<file path="src/rtl/iag_pkg.sv">
// Package: shared widths and types of the indexed address generator.
// Assumes an address that is exactly two data bytes wide.
package iag_pkg;
    localparam int BYTE_W = 8;
    localparam int WORD_W = 2 * BYTE_W;
    typedef logic [WORD_W-1:0] word_t;
    typedef logic [BYTE_W-1:0] byte_t;
endpackage

</file>
<file path="src/rtl/iag_offset_ext.sv">
// Extends a displacement to the address width.
// The UNSIGNED_OFS parameter picks zero extension (1) or sign extension (0).
// Assumes OFS_W < ADDR_W.
module iag_offset_ext #(
    parameter int OFS_W        = 8,
    parameter int ADDR_W       = 16,
    parameter bit UNSIGNED_OFS = 1'b0
) (
    input  logic [OFS_W-1:0]  ofs_in,
    output logic [ADDR_W-1:0] ofs_ext
);
    localparam int PAD_W = ADDR_W - OFS_W;

    generate
        if (UNSIGNED_OFS) begin : g_zero
            // Pad with zeros.
            always_comb begin
                ofs_ext = {{PAD_W{1'b0}}, ofs_in};
                a_r4_zero_pad: assert (ofs_ext[ADDR_W-1:OFS_W] == '0);
            end
        end else begin : g_sign
            // Replicate the top displacement bit.
            always_comb begin
                ofs_ext = {{PAD_W{ofs_in[OFS_W-1]}}, ofs_in};
                a_r3_sign_pad: assert (ofs_ext[ADDR_W-1] == ofs_in[OFS_W-1]);
            end
        end
    endgenerate
endmodule

</file>
<file path="src/rtl/iag_addr_add.sv">
// Adds the extended displacement to the base when enabled.
// Any carry out of the top bit is discarded, so the sum wraps.
module iag_addr_add #(
    parameter int ADDR_W = 16
) (
    input  logic [ADDR_W-1:0] base,
    input  logic [ADDR_W-1:0] ofs_ext,
    input  logic              add_en,
    output logic [ADDR_W-1:0] eff_addr
);
    // Select between the plain base and the base plus displacement.
    always_comb begin
        eff_addr = add_en ? (base + ofs_ext) : base;
    end
endmodule

</file>
<file path="src/rtl/iag_incr_wb.sv">
// Builds the post-increment value and decides whether to write it back.
// Write-back needs AUTO_INC, a live request and an odd register number.
module iag_incr_wb #(
    parameter int ADDR_W   = 16,
    parameter int SEL_W    = 3,
    parameter bit AUTO_INC = 1'b1
) (
    input  logic [ADDR_W-1:0] base,
    input  logic [SEL_W-1:0]  sel,
    input  logic              req,
    output logic [ADDR_W-1:0] inc_value,
    output logic              inc_en,
    output logic [SEL_W-2:0]  inc_pair
);
    // Increment the pair (wraps) and decode the write-back strobe.
    always_comb begin
        inc_value = base + {{(ADDR_W-1){1'b0}}, 1'b1};
        inc_en    = AUTO_INC && req && sel[0];
        inc_pair  = sel[SEL_W-1:1];
    end
endmodule

</file>
<file path="src/rtl/iag_indexed_addr.sv">
// Top: indexed effective-address generator with optional post-increment.
// The base is {pair_hi, pair_lo}, where pair_hi is the odd register's byte.
// All outputs are registered, with one cycle of latency.
// Reset is synchronous and active low.
module iag_indexed_addr
    import iag_pkg::*;
#(
    parameter bit AUTO_INC     = 1'b1,
    parameter bit UNSIGNED_OFS = 1'b0,
    parameter int SEL_W        = 3
) (
    input  logic              clk,
    input  logic              rst_n,
    input  logic              req_valid,
    input  logic [SEL_W-1:0]  reg_sel,
    input  logic [BYTE_W-1:0] pair_lo,
    input  logic [BYTE_W-1:0] pair_hi,
    input  logic [BYTE_W-1:0] offset,
    input  logic              use_offset,
    output logic              addr_valid,
    output logic [WORD_W-1:0] addr,
    output logic              wb_en,
    output logic [WORD_W-1:0] wb_value,
    output logic [SEL_W-2:0]  wb_pair
);
    word_t             base_w;
    word_t             ofs_w;
    word_t             sum_w;
    word_t             inc_w;
    logic              inc_en_w;
    logic [SEL_W-2:0]  inc_pair_w;

    // Join the two bytes of the pair into the base address.
    always_comb begin
        base_w = {pair_hi, pair_lo};
    end

    iag_offset_ext #(.OFS_W(BYTE_W), .ADDR_W(WORD_W), .UNSIGNED_OFS(UNSIGNED_OFS)) u_ext (
        .ofs_in (offset),
        .ofs_ext(ofs_w)
    );

    iag_addr_add #(.ADDR_W(WORD_W)) u_add (
        .base    (base_w),
        .ofs_ext (ofs_w),
        .add_en  (use_offset),
        .eff_addr(sum_w)
    );

    iag_incr_wb #(.ADDR_W(WORD_W), .SEL_W(SEL_W), .AUTO_INC(AUTO_INC)) u_inc (
        .base     (base_w),
        .sel      (reg_sel),
        .req      (req_valid),
        .inc_value(inc_w),
        .inc_en   (inc_en_w),
        .inc_pair (inc_pair_w)
    );

    // Output register stage with synchronous reset.
    always_ff @(posedge clk) begin
        if (!rst_n) begin
            addr_valid <= 1'b0;
            addr       <= '0;
            wb_en      <= 1'b0;
            wb_value   <= '0;
            wb_pair    <= '0;
        end else begin
            addr_valid <= req_valid;
            addr       <= sum_w;
            wb_en      <= inc_en_w;
            wb_value   <= inc_w;
            wb_pair    <= inc_pair_w;
        end
    end

    a_r6_wb_with_valid: assert property (@(posedge clk) disable iff (!rst_n)
        wb_en |-> addr_valid);

    a_r6_odd_writes_back: assert property (@(posedge clk) disable iff (!rst_n)
        (AUTO_INC && req_valid && reg_sel[0]) |=> (wb_en && wb_pair == $past(reg_sel[SEL_W-1:1])));

    a_r7_even_no_wb: assert property (@(posedge clk) disable iff (!rst_n)
        (req_valid && !reg_sel[0]) |=> !wb_en);

    a_r2_plain_addr: assert property (@(posedge clk) disable iff (!rst_n)
        (req_valid && !use_offset) |=> (addr_valid && addr == $past({pair_hi, pair_lo})));

    a_r9_incr_from_base: assert property (@(posedge clk) disable iff (!rst_n)
        req_valid |=> (wb_value == WORD_W'($past({pair_hi, pair_lo}) + 1'b1)));

    a_r10_idle: assert property (@(posedge clk) disable iff (!rst_n)
        !req_valid |=> (!addr_valid && !wb_en));

    generate
        if (!AUTO_INC) begin : g_noinc_chk
            a_r8_no_wb: assert property (@(posedge clk) disable iff (!rst_n) !wb_en);
        end
    endgenerate
endmodule

</file>
<file path="config.mk">
export PLATFORM = sky130hd
export DESIGN_NAME = iag_indexed_addr
export DESIGN_NICKNAME = d
export VERILOG_FILES = /design/src/rtl/iag_pkg.sv /design/src/rtl/iag_offset_ext.sv /design/src/rtl/iag_addr_add.sv /design/src/rtl/iag_incr_wb.sv /design/src/rtl/iag_indexed_addr.sv
export SDC_FILE = /design/constraint.sdc
export NUM_CORES = 1
export LEC_CHECK = 0
export ABC_AREA = 1
export ABC_CLOCK_PERIOD_IN_PS = 1800
export BUFFER_PORTS_ARGS = -buffer_cell sky130_fd_sc_hd__buf_2
export CAP_MARGIN = 10
export CORE_MARGIN = 3
export CORE_UTILIZATION = 35
export DETAILED_ROUTE_END_ITERATION = 8
export GPL_TIMING_DRIVEN = 1
export PLACE_DENSITY_LB_ADDON = 0.3
export SYNTH_ARGS = -nofsm -noshare
export SYNTH_HDL_FRONTEND = slang
export SYNTH_SLANG_ARGS = --single-unit
</file>
<file path="constraint.sdc">
create_clock -name clk -period 1.8 [get_ports clk]
set_input_delay 0.27 -clock clk [delete_from_list [all_inputs] [get_ports clk]]
set_output_delay 0.27 -clock clk [all_outputs]
set_load 0.02 [all_outputs]
</file>
Word-level counts from Yosys, hierarchy flattened. Index checks and enable logic that the tools add are counted.

Memory bits (writable): 0. Word-level logic and storage cells: 9. Output and inout port bits: 36. Memories kept: 0. Bits in latches: 0. ROM bits: 0. Register bits after elaboration: 36.

$lt $le $gt $ge: 0. Reductions and logical operators: 1. Bitwise logic cells: 0. Equality and inequality tests: 0. $mul: 0. Mux-type cells: 1. Divide/modulo/power cells: 0. Add/subtract/negate cells: 2. Shifts and indexed selects: 0.

Operators with widths (number): adder 16 x 1 -> 16 bit, second input constant (1); adder 16 bit (1); 2-to-1 mux 16 bit (1); logical AND 1 bit (1).

Depth between registers and ports, before layout.
Depth in word-level cells: 2. Depth in mapped cells: 12.

By module. From an unflattened synthesis, not the netlist that was laid out.

Cell total of the unflattened synthesis: 425. Area total of the unflattened synthesis: 2661.3 µm².

Modules (own cells, without submodules): iag_addr_add (area an instance 1088.5 µm², cells each 221, times used 1); iag_indexed_addr (area an instance 1032.2 µm², cells each 112, times used 1); iag_incr_wb (area an instance 420.4 µm², cells each 76, times used 1); iag_offset_ext (area an instance 120.1 µm², cells each 16, times used 1).

Worst setup path after synthesis. Ideal clock, no wire load.

Kind: in2reg. Start point: in offset[0]. End point: reg addr[8]. Stages on the path: 11. Data arrival time: 1.510 ns. Setup slack: 0.181 ns. Setup time: 0.109 ns. Cell sequence: ha_1 > fa_1 > nand2_1 > nand2_1 > and2_1 > nand2_1 > nand2_1 > xnor2_1 > nand2_1 > nand2_1 > inv_1.

Cells in the longest elaborated chain, start to end: 2.

Ends and longest elaborated chain: start: declaration (RTL line iag_indexed_addr.sv:18) `input logic [BYTE_W-1:0] offset,`; adder 16 bit (RTL line iag_addr_add.sv:13) `eff_addr = add_en ? (base + ofs_ext) : base;`; 2-to-1 mux 16 bit (RTL line iag_addr_add.sv:13); end signal: assignment (RTL line iag_indexed_addr.sv:69) `addr <= sum_w;`; end: declaration (RTL line iag_indexed_addr.sv:21) `output logic [WORD_W-1:0] addr,`.

No other way between the ends. A chain may end at the register's enable or synchronous reset.

Worst setup path after layout.
Start point: in offset[0]. End point: reg addr[14].

The elaborated chain is that of the path after synthesis.

==> results.sh <==
export IMPL_syn_area_um2=2350
export IMPL_timing_worst_setup_path_type="input pin to flop"
export IMPL_hold_violations=0
export IMPL_yosysSeqAreaShare=0.307
export IMPL_fin_crit_sh=0.861
export IMPL_placed_cell_area_um2=2860
export IMPL_grt_pass1_vias=2299
export IMPL_ys_warn_count=0
export IMPL_antenna_left=0
export IMPL_post_dp_hpwl_mm=4.95
export IMPL_drv_slew=0
export IMPL_io_buffer_count=66
export IMPL_drt_pass1_iter_count=4
export IMPL_cts_root_buf="clkbuf_8"
export IMPL_drtIter0Drc=55
export IMPL_grt_first_pass_wirelength_mm=9.86
export IMPL_min_path_type="input pin to flop"
export IMPL_ir_drop_mv=0.237
export IMPL_grt_start_max_net_pins=20
export IMPL_crit_top_cell="nand2_1"
export IMPL_synth_cells=366
export IMPL_yosys_area_top_type="dfxtp_1"
export IMPL_avgRoutedWirePerCell_um=11.3
export IMPL_cts_hold_buffers=0
export IMPL_clock_sinks=36
export IMPL_multi_input_area_um2=1320
export IMPL_relSlewSlack=0.743
export IMPL_yosysTopAreaCellShare=0.307
export IMPL_endpoint_kind="flop"
export IMPL_final_util=0.462
export IMPL_crit_chain="buf_2 > ha_1 > fa_1 > nand2_1 > nand2_1 > nand3b_1 > nand2_1 > nand2_1 > nand2_1 > nand2_1 > nand3_1 > nand2_1 > inv_1"
export IMPL_place_gp_congestion=0.861
export IMPL_cp_max_fo=3
export IMPL_core_area_um2=6420
export IMPL_post_cts_buffers=0
export IMPL_viasPerCell=4.58
export IMPL_post_route_min_period_ns=1.55
export IMPL_drive_gt1_frac=0.227
export IMPL_syn_avg_cell_area_um2=6.41
export IMPL_finalSetupViolCount=0
export IMPL_antenna_found_initial=0
export IMPL_async_flop_share=0
export IMPL_start_kind="input pin"
export IMPL_cts_tree="yes"
export IMPL_drc=0
export IMPL_regArea_um2=721
export IMPL_initial_utilization=0.365
export IMPL_fillers=678
export IMPL_clock_fmax_mhz=645
export IMPL_ys_flop_type="dfxtp_1"
export IMPL_cts_resized=0
export IMPL_synth_edf_count=0
export IMPL_crit_family="simple AND/OR/NAND/NOR gates"
export IMPL_ys_top_cells_by_area="dfxtp_1 31%, nand2_1 16%, inv_1 12%"
export IMPL_status="finished clean"
export IMPL_cp_data_required_time_ns=1.99
export IMPL_p_leak_nw=1.77
export IMPL_cts_buffers=5
export IMPL_dieArea_um2=7720
export IMPL_powerDensity_nw_per_um2=738
export IMPL_area_delta_synth_final_pct=26.5
export IMPL_fp_dieW_um=87.9
export IMPL_synth_nets=414
export IMPL_ctsHtreeMaxLevel=2
export IMPL_slowest_stage="fa_1"
export IMPL_rsz0062_at_grt="false"
export IMPL_n_antenna_cell=0
export IMPL_design_area_um2=2970
export IMPL_path_buf_inv=2
export IMPL_setup_tns_ns=0
export IMPL_ys_types=33
export IMPL_max_cap_viol_count=0
export IMPL_rows=29
export IMPL_io_pins=67
export IMPL_synth_seq_cells=36
export IMPL_layout_nets=497
export IMPL_crit_arrival_ns=1.74
export IMPL_grt_ovfl_total=0
export IMPL_die_h_um=87.9
export IMPL_whs_ns=0.168
export IMPL_clockBufferDepth=2
export IMPL_crit_path_max_incr_delay_ns=0.40
export IMPL_finalPower_mw=2.19
export IMPL_worst_pin_slew_ns=0.381
export IMPL_cts_clk_slew_worst_paths_ns=0.07
export IMPL_routed_wl_mm=5.97
export IMPL_vias=2414
export IMPL_grt_use_total=0.162
## logic make-up (layout without fill, tap and decap cells)
group | Yosys count | in the layout | synth area share
simple gates | 185 | 185 | 0.352
fa+ha+maj | 17 | 17 | 0.0938
flops | 36 | 36 | 0.307
compound gates | 41 | 41 | 0.0922
xor+xnor | 6 | 6 | 0.0224
buf+inv | 81 | 165 | 0.132
## state kept, by name, indices dropped and copies added (netlist names)
name,count
addr,16
addr_valid,1
wb_en,1
wb_pair,2
wb_value,16
## layer usage
layer | vias to the layer above | global-route usage | share of wire
li1 | 1300 | - | -
met1 | 1039 | 0.192 | 0.45
met2 | 64 | 0.286 | 0.47
met3 | 11 | 0.0292 | 0.055
met4 | 0 | 0.0669 | 0.023
met5 | - | 0 | 0
## worst paths after layout
check	startpoint	end	depth (start not counted)
setup / recovery	offset[0]	addr[14]	13
hold / removal	reg_sel[1]	wb_pair[0]	3
## cell type report
type	count	area share
multi-input cells	249	0.443
flip-flops and latches	36	0.243
clock inverters	2	0.0118
well taps	77	0.0324
inverters	76	0.0961
clock buffers	6	0.0244
repair buffers	81	0.149
## where the power goes
part           switching (mW)  leakage [nW]  internal (mW)
Combinational           0.399          1.42          0.238
Sequential             0.0147         0.300          0.856
Clock                   0.273        0.0552          0.411
## cells in the mapped netlist (2+ instances only)
cell      count
a21oi_1      26
buf_2         2
dfxtp_1      36
ha_1         16
inv_1        72
inv_2         3
nand2_1     102
nand2_2       4
nand3_1      27
nand3b_1      2
nand4_1       3
nor2_1       26
nor3_1       11
nor4_1        2
o211ai_1      3
o21ai_0      10
xnor2_1       4
xor2_1        2
## per-stage QoR
| stage | instances | setup WS [ns] |
|---|---|---|
| 2_1_floorplan | 366 | 0.181 |
| 3_3_place_gp | 519 | -0.00845 |
| 3_5_place_dp | 519 | -0.0370 |
| 4_1_cts | 527 | 0.258 |
| 5_1_grt | 527 | 0.129 |
| 6_report | 527 | 0.250 |
## placed cells by master, fill, tap and decap left out, drive strengths merged, types with 6 or more instances in the layout
cell / n
nand3: 27
clkbuf: 6
nand2: 107
buf: 81
dfxtp: 36
nor2: 28
nor3: 12
o21ai: 12
ha: 16
a21oi: 26
inv: 75
No activity file was read; power rests on OpenSTA's default activity.
